**config.mk**
```make
export PLATFORM = sky130hd
export DESIGN_NAME = obwin_xlate
export DESIGN_NICKNAME = d
export VERILOG_FILES = /design/src/rtl/obwin_pkg.sv /design/src/rtl/obwin_regs.sv /design/src/rtl/obwin_match.sv /design/src/rtl/obwin_select.sv /design/src/rtl/obwin_xlate.sv
export SDC_FILE = /design/constraint.sdc
export NUM_CORES = 2
export LEC_CHECK = 0
export BUFFER_PORTS_ARGS = -buffer_cell sky130_fd_sc_hd__clkbuf_2
export CAP_MARGIN = 40
export CORE_UTILIZATION = 56
export DETAILED_ROUTE_END_ITERATION = 12
export HOLD_SLACK_MARGIN = 0.12
export PLACE_DENSITY = 0.83
export SLEW_MARGIN = 20
export SYNTH_ARGS = -nofsm -noshare
export SYNTH_HDL_FRONTEND = slang
export SYNTH_SLANG_ARGS = --single-unit
```
**constraint.sdc**
```tcl
create_clock -name clk -period 3.05 [get_ports clk]
set_input_delay 0.61 -clock clk [delete_from_list [all_inputs] [get_ports clk]]
set_output_delay 0.61 -clock clk [all_outputs]
set_load 0.02 [all_outputs]
```
**src/rtl/obwin_pkg.sv**
```systemverilog
package obwin_pkg;
  localparam int REG_W    = 32;
  localparam int PAGE_SH  = 12;
  localparam int OFF_W    = 12;
  localparam int CODE_MIN = 11;
  localparam logic [REG_W-1:0] ATTR_RST = 32'h0004_401F;
  localparam logic [3:0] TT_IO = 4'h8;

  typedef struct packed {
    logic [REG_W-1:0] trans;
    logic [REG_W-1:0] ext;
    logic [REG_W-1:0] base;
    logic [REG_W-1:0] attr;
  } win_cfg_t;

  typedef enum logic [1:0] {SUB_TRANS, SUB_EXT, SUB_BASE, SUB_ATTR} sub_e;

  function automatic logic win_usable(input logic [REG_W-1:0] attr);
    return attr[31] && (attr[4:0] >= 5'(CODE_MIN));
  endfunction
endpackage

```
**src/rtl/obwin_regs.sv**
```systemverilog
module obwin_regs
  import obwin_pkg::*;
#(
  parameter int NUM_WIN = 5
) (
  input  logic                    clk,
  input  logic                    rst,
  input  logic                    reg_we,
  input  logic                    reg_re,
  input  logic [OFF_W-1:0]        reg_addr,
  input  logic [REG_W-1:0]        reg_wdata,
  output logic [REG_W-1:0]        reg_rdata,
  output win_cfg_t [NUM_WIN-1:0]  cfg
);
  logic       dec_ok;
  logic [2:0] dec_win;
  sub_e       dec_sub;
  logic [REG_W-1:0] rd_mux;
  win_cfg_t [NUM_WIN-1:0] cfg_q;

  // Windows are strided by 0x20 inside the 0xC00 page.
  always_comb begin
    dec_ok  = 1'b0;
    dec_sub = SUB_TRANS;
    dec_win = reg_addr[7:5];
    if (reg_addr[11:8] == 4'hC && {1'b0, reg_addr[7:5]} < 4'(NUM_WIN)) begin
      case (reg_addr[4:0])
        5'h00: begin dec_ok = 1'b1; dec_sub = SUB_TRANS; end
        5'h04: begin dec_ok = 1'b1; dec_sub = SUB_EXT;   end
        5'h08: begin dec_ok = 1'b1; dec_sub = SUB_BASE;  end
        5'h10: begin dec_ok = 1'b1; dec_sub = SUB_ATTR;  end
        default: dec_ok = 1'b0;
      endcase
    end
  end

  for (genvar n = 0; n < NUM_WIN; n++) begin : g_win
    always_ff @(posedge clk) begin
      if (rst) begin
        cfg_q[n].trans <= '0;
        cfg_q[n].ext   <= '0;
        cfg_q[n].base  <= '0;
        cfg_q[n].attr  <= ATTR_RST;
      end else if (reg_we && dec_ok && dec_win == 3'(n)) begin
        case (dec_sub)
          SUB_TRANS: cfg_q[n].trans <= reg_wdata;
          SUB_EXT:   cfg_q[n].ext   <= reg_wdata;
          SUB_BASE:  cfg_q[n].base  <= reg_wdata;
          default:   cfg_q[n].attr  <= reg_wdata;
        endcase
      end
    end
  end

  always_comb begin
    rd_mux = '0;
    for (int n = 0; n < NUM_WIN; n++) begin
      if (dec_ok && dec_win == 3'(n)) begin
        case (dec_sub)
          SUB_TRANS: rd_mux = cfg_q[n].trans;
          SUB_EXT:   rd_mux = cfg_q[n].ext;
          SUB_BASE:  rd_mux = cfg_q[n].base;
          default:   rd_mux = cfg_q[n].attr;
        endcase
      end
    end
  end

  always_ff @(posedge clk) begin
    if (rst)         reg_rdata <= '0;
    else if (reg_re) reg_rdata <= rd_mux;
  end

  assign cfg = cfg_q;

  // configuration only moves on a write strobe
  assert_cfg_hold_R2: assert property (@(posedge clk) disable iff (rst)
    !reg_we |=> $stable(cfg_q));
endmodule

```
**src/rtl/obwin_match.sv**
```systemverilog
module obwin_match
  import obwin_pkg::*;
#(
  parameter int NUM_WIN = 5,
  parameter int ADDR_W  = 32,
  parameter int BUS_AW  = 48
) (
  input  win_cfg_t [NUM_WIN-1:0]          cfg,
  input  logic [ADDR_W-1:0]               lk_addr,
  output logic [NUM_WIN-1:0]              hit,
  output logic [NUM_WIN-1:0][BUS_AW-1:0]  mask
);
  localparam int BASE_W = ADDR_W - PAGE_SH;

  for (genvar n = 0; n < NUM_WIN; n++) begin : g_cmp
    logic [ADDR_W-1:0] base_addr;
    logic              usable;

    always_comb begin
      for (int i = 0; i < BUS_AW; i++)
        mask[n][i] = (i <= int'(cfg[n].attr[4:0]));
    end

    assign usable    = win_usable(cfg[n].attr);
    assign base_addr = {cfg[n].base[BASE_W-1:0], {PAGE_SH{1'b0}}};

    if (n == 0) begin : g_default
      assign hit[n] = usable;
    end else begin : g_range
      assign hit[n] = usable &&
        (((lk_addr ^ base_addr) & ~mask[n][ADDR_W-1:0]) == '0);
    end
  end
endmodule

```
**src/rtl/obwin_select.sv**
```systemverilog
module obwin_select
  import obwin_pkg::*;
#(
  parameter int NUM_WIN = 5,
  parameter int ADDR_W  = 32,
  parameter int BUS_AW  = 48,
  parameter int WIN_W   = 3
) (
  input  logic                            clk,
  input  logic                            rst,
  input  logic                            req_valid,
  input  logic                            req_write,
  input  logic [ADDR_W-1:0]               req_addr,
  input  win_cfg_t [NUM_WIN-1:0]          cfg,
  input  logic [NUM_WIN-1:0]              hit,
  input  logic [NUM_WIN-1:0][BUS_AW-1:0]  mask,
  output logic                            rsp_valid,
  output logic                            rsp_hit,
  output logic [WIN_W-1:0]                rsp_win,
  output logic [BUS_AW-1:0]               rsp_bus_addr,
  output logic [3:0]                      rsp_ttype,
  output logic                            rsp_io
);
  localparam int WIDE_W = 2 * REG_W + PAGE_SH;

  logic                 found;
  logic [WIN_W-1:0]     sel;
  logic [NUM_WIN-1:0]   grant;
  win_cfg_t             pick;
  logic [BUS_AW-1:0]    pick_mask;
  logic [WIDE_W-1:0]    wide;
  logic [BUS_AW-1:0]    bus_addr;
  logic [3:0]           ttype;

  // Range windows first in ascending order; window 0 only as fallback.
  always_comb begin
    found = 1'b0;
    sel   = '0;
    for (int n = 1; n < NUM_WIN; n++) begin
      if (hit[n] && !found) begin
        found = 1'b1;
        sel   = WIN_W'(n);
      end
    end
    if (!found && hit[0]) found = 1'b1;
    grant = '0;
    for (int n = 0; n < NUM_WIN; n++)
      grant[n] = found && (sel == WIN_W'(n));
  end

  always_comb begin
    pick      = '0;
    pick_mask = '0;
    for (int n = 0; n < NUM_WIN; n++) begin
      if (grant[n]) begin
        pick      = cfg[n];
        pick_mask = mask[n];
      end
    end
    wide     = {pick.ext, pick.trans, {PAGE_SH{1'b0}}};
    bus_addr = wide[BUS_AW-1:0] | (BUS_AW'(req_addr) & pick_mask);
    ttype    = req_write ? pick.attr[15:12] : pick.attr[19:16];
  end

  always_ff @(posedge clk) begin
    if (rst) begin
      rsp_valid    <= 1'b0;
      rsp_hit      <= 1'b0;
      rsp_win      <= '0;
      rsp_bus_addr <= '0;
      rsp_ttype    <= '0;
      rsp_io       <= 1'b0;
    end else begin
      rsp_valid <= req_valid;
      if (req_valid) begin
        rsp_hit      <= found;
        rsp_win      <= found ? sel : '0;
        rsp_bus_addr <= found ? bus_addr : '0;
        rsp_ttype    <= found ? ttype : '0;
        rsp_io       <= found && (ttype == TT_IO);
      end
    end
  end

  // the grant goes to at most one window and only to one that claimed
  assert_grant_legal_R5: assert property (@(posedge clk) disable iff (rst)
    $onehot0(grant) && ((grant & ~hit) == '0));

  // any claim from the comparators becomes a hit in the response
  assert_claim_gives_hit_R4: assert property (@(posedge clk) disable iff (rst)
    (req_valid && (|hit)) |=> rsp_hit);

  // one response per request, one cycle later
  assert_rsp_latency_R9: assert property (@(posedge clk) disable iff (rst)
    req_valid |=> rsp_valid);
  assert_rsp_idle_R9: assert property (@(posedge clk) disable iff (rst)
    !req_valid |=> !rsp_valid);

  // a miss carries no address or type
  assert_miss_zero_R6: assert property (@(posedge clk) disable iff (rst)
    (rsp_valid && !rsp_hit) |-> (rsp_bus_addr == '0 && rsp_ttype == '0 && !rsp_io));
endmodule

```
**src/rtl/obwin_xlate.sv**
```systemverilog
module obwin_xlate
  import obwin_pkg::*;
#(
  parameter int NUM_WIN = 5,
  parameter int ADDR_W  = 32,
  parameter int BUS_AW  = 48,
  localparam int WIN_W  = (NUM_WIN > 1) ? $clog2(NUM_WIN) : 1
) (
  input  logic               clk,
  input  logic               rst,
  input  logic               reg_we,
  input  logic               reg_re,
  input  logic [11:0]        reg_addr,
  input  logic [31:0]        reg_wdata,
  output logic [31:0]        reg_rdata,
  input  logic               req_valid,
  input  logic               req_write,
  input  logic [ADDR_W-1:0]  req_addr,
  output logic               rsp_valid,
  output logic               rsp_hit,
  output logic [WIN_W-1:0]   rsp_win,
  output logic [BUS_AW-1:0]  rsp_bus_addr,
  output logic [3:0]         rsp_ttype,
  output logic               rsp_io
);
  win_cfg_t [NUM_WIN-1:0]          cfg;
  logic [NUM_WIN-1:0]              hit;
  logic [NUM_WIN-1:0][BUS_AW-1:0]  mask;

  obwin_regs #(.NUM_WIN(NUM_WIN)) u_regs (
    .clk(clk), .rst(rst),
    .reg_we(reg_we), .reg_re(reg_re), .reg_addr(reg_addr),
    .reg_wdata(reg_wdata), .reg_rdata(reg_rdata),
    .cfg(cfg)
  );

  obwin_match #(.NUM_WIN(NUM_WIN), .ADDR_W(ADDR_W), .BUS_AW(BUS_AW)) u_match (
    .cfg(cfg), .lk_addr(req_addr), .hit(hit), .mask(mask)
  );

  obwin_select #(.NUM_WIN(NUM_WIN), .ADDR_W(ADDR_W), .BUS_AW(BUS_AW),
                 .WIN_W(WIN_W)) u_sel (
    .clk(clk), .rst(rst),
    .req_valid(req_valid), .req_write(req_write), .req_addr(req_addr),
    .cfg(cfg), .hit(hit), .mask(mask),
    .rsp_valid(rsp_valid), .rsp_hit(rsp_hit), .rsp_win(rsp_win),
    .rsp_bus_addr(rsp_bus_addr), .rsp_ttype(rsp_ttype), .rsp_io(rsp_io)
  );
endmodule

```
==> results.txt <==
status -> finished with violations
failing checks -> negative setup slack
CP Data Required Time -> 3570 ps
Clk pwr share -> 49.3%
worst-margin pin slew -> 899 ps
final setup violation count -> 54
Synth Cell Area -> 34800 sq um
share of cells above drive strength 1 -> 23.9%
gr usage total -> 56.9%
clk root buf -> clkbuf_16
Avg Vias per Cell -> 6.94
Comb pwr share -> 5.8%
row count -> 90
fmax -> 296 MHz
cts bufs inserted -> 79
TritonCTS clock tree -> done
DRT iter0 DRCs -> 7558
crit path kind -> reg2reg
RePlAce Congestion -> 1.15
critical path startpoint category -> flip-flop
Slew HR -> 40.1%
Die X -> 251 microns
Cells after Synth -> 4754
Clock Sinks -> 730
switching power -> 5360 uW
Skew-Pair Late Insertion Delay -> 680 ps
EDFF count, synth -> 0
clock skew -> 37.8 ps
fin. max-slew vios -> 0
dominant cell type by area after synthesis -> dfxtp_1
critical path launch point -> u_regs.cfg[560]
Sw Share -> 25.0%
fin crit share -> 111%
# DRC -> 0
Die ar. -> 63100 sq um
RSZ-0062 raised after global routing -> true
final net count -> 5316
GRT Residual Overflow -> 0
Reg power frac -> 44.9%
initial core utilization -> 57.2%
I/O pin count -> 172
fill cell count -> 4460
detailed-placement wirelength estimate -> 128000 microns
Avg WL per Cell -> 30.6 microns
core area -> 60800 sq um
vias in the first global route -> 39600
Reg2Reg Launch Point -> u_regs.cfg[560]
Internal Power -> 16000 uW
antenna viol nets, final -> 0
DIE HEIGHT -> 251 microns
dominant cells by area after synthesis -> dfxtp_1 (42%), nand2_1 (15%), a21oi_1 (12%)
maximum clock path buffer count -> 3
Avg Inst Size Synth -> 7.31 sq um
pwr/cell area -> 466 nW/um^2
largest net degree at the start of global routing -> 130
WHS -> 236 ps
Post-Route WL -> 186000 microns
HP Start -> req_addr[0]
H-Tree Level Count -> 3
Area growth, synth to finish -> 32.1%
minimum clock period -> 3380 ps
DR vias -> 42300
Reg clk slew, reported paths -> 60 ps
ys flop type -> dfxtp_1
post-synthesis async set-or-reset flop share -> 0%
post-route setup slack -> -326 ps
Hold Fails Final Rpt -> 0
worst IR drop on VDD -> 0.000562 V
Synth top area share -> 42.0%
Place WS -> -858 ps
Worst Hold Class -> in2reg
maxcap violations -> 0
register area share after synthesis -> 42.0%
Seq cells post-synth -> 730
Crit path arrival time -> 3900 ps
largest fanout on the critical path -> 7
router iterations before antenna repair -> 8
Final Non-Filler Cells -> 6084
element type at the critical path end -> flip-flop
antenna violations before repair -> 10
cell count after placement -> 5866
Syn Nets -> 4836
P_leak -> 0.0169 uW
port bufs -> 171
Synth cell types -> 83
global-route wire length before repair -> 263000 microns
Ys Warns -> 0
cell usage after synthesis, types with 7 or more instances:
cell	number
mux2_2	10
nor3_1	25
a21oi_1	818
nor2_1	199
inv_1	21
o211ai_1	11
o21a_1	34
a311oi_1	30
a222oi_1	17
nand4_1	10
buf_1	17
o22ai_1	263
a22oi_1	11
a21boi_0	29
xnor2_1	46
and3_1	9
a2111oi_0	18
dfxtp_1	730
nand2b_1	11
clkbuf_1	411
nor4_1	8
a21o_1	9
nand3b_1	28
o221ai_1	48
nand2_1	1389
o21ai_0	83
a211o_1	17
or3_1	8
nand3_1	48
and2_1	7
xor2_1	36
mux2i_1	46
nor2b_1	8
o31ai_1	9
a211oi_1	84
a31oi_1	30
a221oi_1	18
buf_2	52
cell type report:
type	count	area, sq um	area share [%]
Inverter	23	90.1	0.196
Timing Repair Buffer	885	7990	17.4
Sequential cell	730	14700	31.9
Tap cell	782	978	2.13
Clock buffer	104	2250	4.90
Multi-Input combinational cell	3515	19300	42.1
Clock inverter	39	597	1.30
Antenna cell	6	15.0	0.0327
kinds of logic after synthesis:
kind of cell | synth area share (%)
compound gates | 27.7
flops | 42.0
simple gates | 20.7
buf+inv | 5.83
xor+xnor | 2.07
mux | 1.65
worst paths after layout:
path	end	slack, ps	depth (start not counted)
hold / removal	u_sel.rsp_bus_addr[0]	240	3
hold reg to reg	u_regs.cfg[148]	450	2
setup / recovery	u_sel.rsp_bus_addr[40]	-330	12
setup reg to reg	u_sel.rsp_bus_addr[40]	-330	12
cells in the final DEF (no fill, tap or decap), drive strengths merged, types with 12 or more instances in the layout:
cell type / netlist / layout
a2111oi: 18 / 18
a211o: 17 / 17
a211oi: 85 / 85
a21boi: 30 / 30
a21oi: 819 / 819
a221oi: 19 / 19
a222oi: 17 / 17
a311oi: 30 / 30
a31oi: 30 / 30
buf: 76 / 712
clkbuf: 412 / 275
clkinv: 1 / 22
dfxtp: 730 / 730
inv: 22 / 26
mux2i: 46 / 46
nand2: 1389 / 1389
nand3: 48 / 48
nand3b: 29 / 29
nand4: 11 / 12
nor2: 204 / 204
nor3: 25 / 25
o21a: 34 / 34
o21ai: 90 / 90
o221ai: 48 / 48
o22ai: 263 / 263
xnor2: 46 / 46
xor2: 36 / 36
critical path: stages, from the launching register on:
cell and delay [ps]:
dfxtp_1 540, xor2_1 160, a22oi_2 210, o2111ai_1 120
or4_4 560, a211oi_4 270, buf_6 170, buf_6 120
nor2_4 70, a21o_4 300, buf_12 180, a222oi_1 390
a211oi_1 140
registers in the layout, summed over array words and instances, names as in the netlist:
signal,cells
u_regs.cfg,640
u_regs.reg_rdata,32
u_sel.rsp_io,1
u_sel.rsp_valid,1
u_sel.rsp_bus_addr,48
u_sel.rsp_hit,1
u_sel.rsp_win,3
u_sel.rsp_ttype,4
timing repair:
| item | in CTS | in global routing |
|---|---|---|
| resized for setup | 181 | 141 |
| hold buffers | 0 | 0 |
| endpoints found under the setup margin | 55 | 56 |
| gates cloned | 7 | 2 |
| pin swaps | 60 | 81 |
| setup buffers | 30 | 34 |
metrics by stage:
step                      setup TNS (ps)  total power, uW  utilization [%]  cell area [sq um]
after CTS                          -6620            21200             74.0              45000
after global routing              -12420            21700             75.5              45900
after floorplan                    -2350            10400                -              34800
final                              -9620            21400             75.5              45900
after global placement            -36060            11000             67.6              41100
after detailed placement          -37290            11000             67.6              41100
power groups by stage:
stage | registers (uW) | clock network (uW) | logic (uW)
finish | 9600 | 10600 | 1240
global route | 9600 | 10900 | 1250
CTS | 9600 | 10400 | 1160
detailed placement | 9820 | 0 | 1140
global placement | 9820 | 0 | 1140
floorplan | 9840 | 0 | 565
layer usage:
layer	part of all wire, %	global-route usage [%]	vias up
met4	11	50.8	12
met3	17	23.5	1279
met2	39	80.1	3991
met1	33	65.9	19400
li1	-	-	17600
met5	0.062	0.541	-
(Power assumes the default switching activity.)
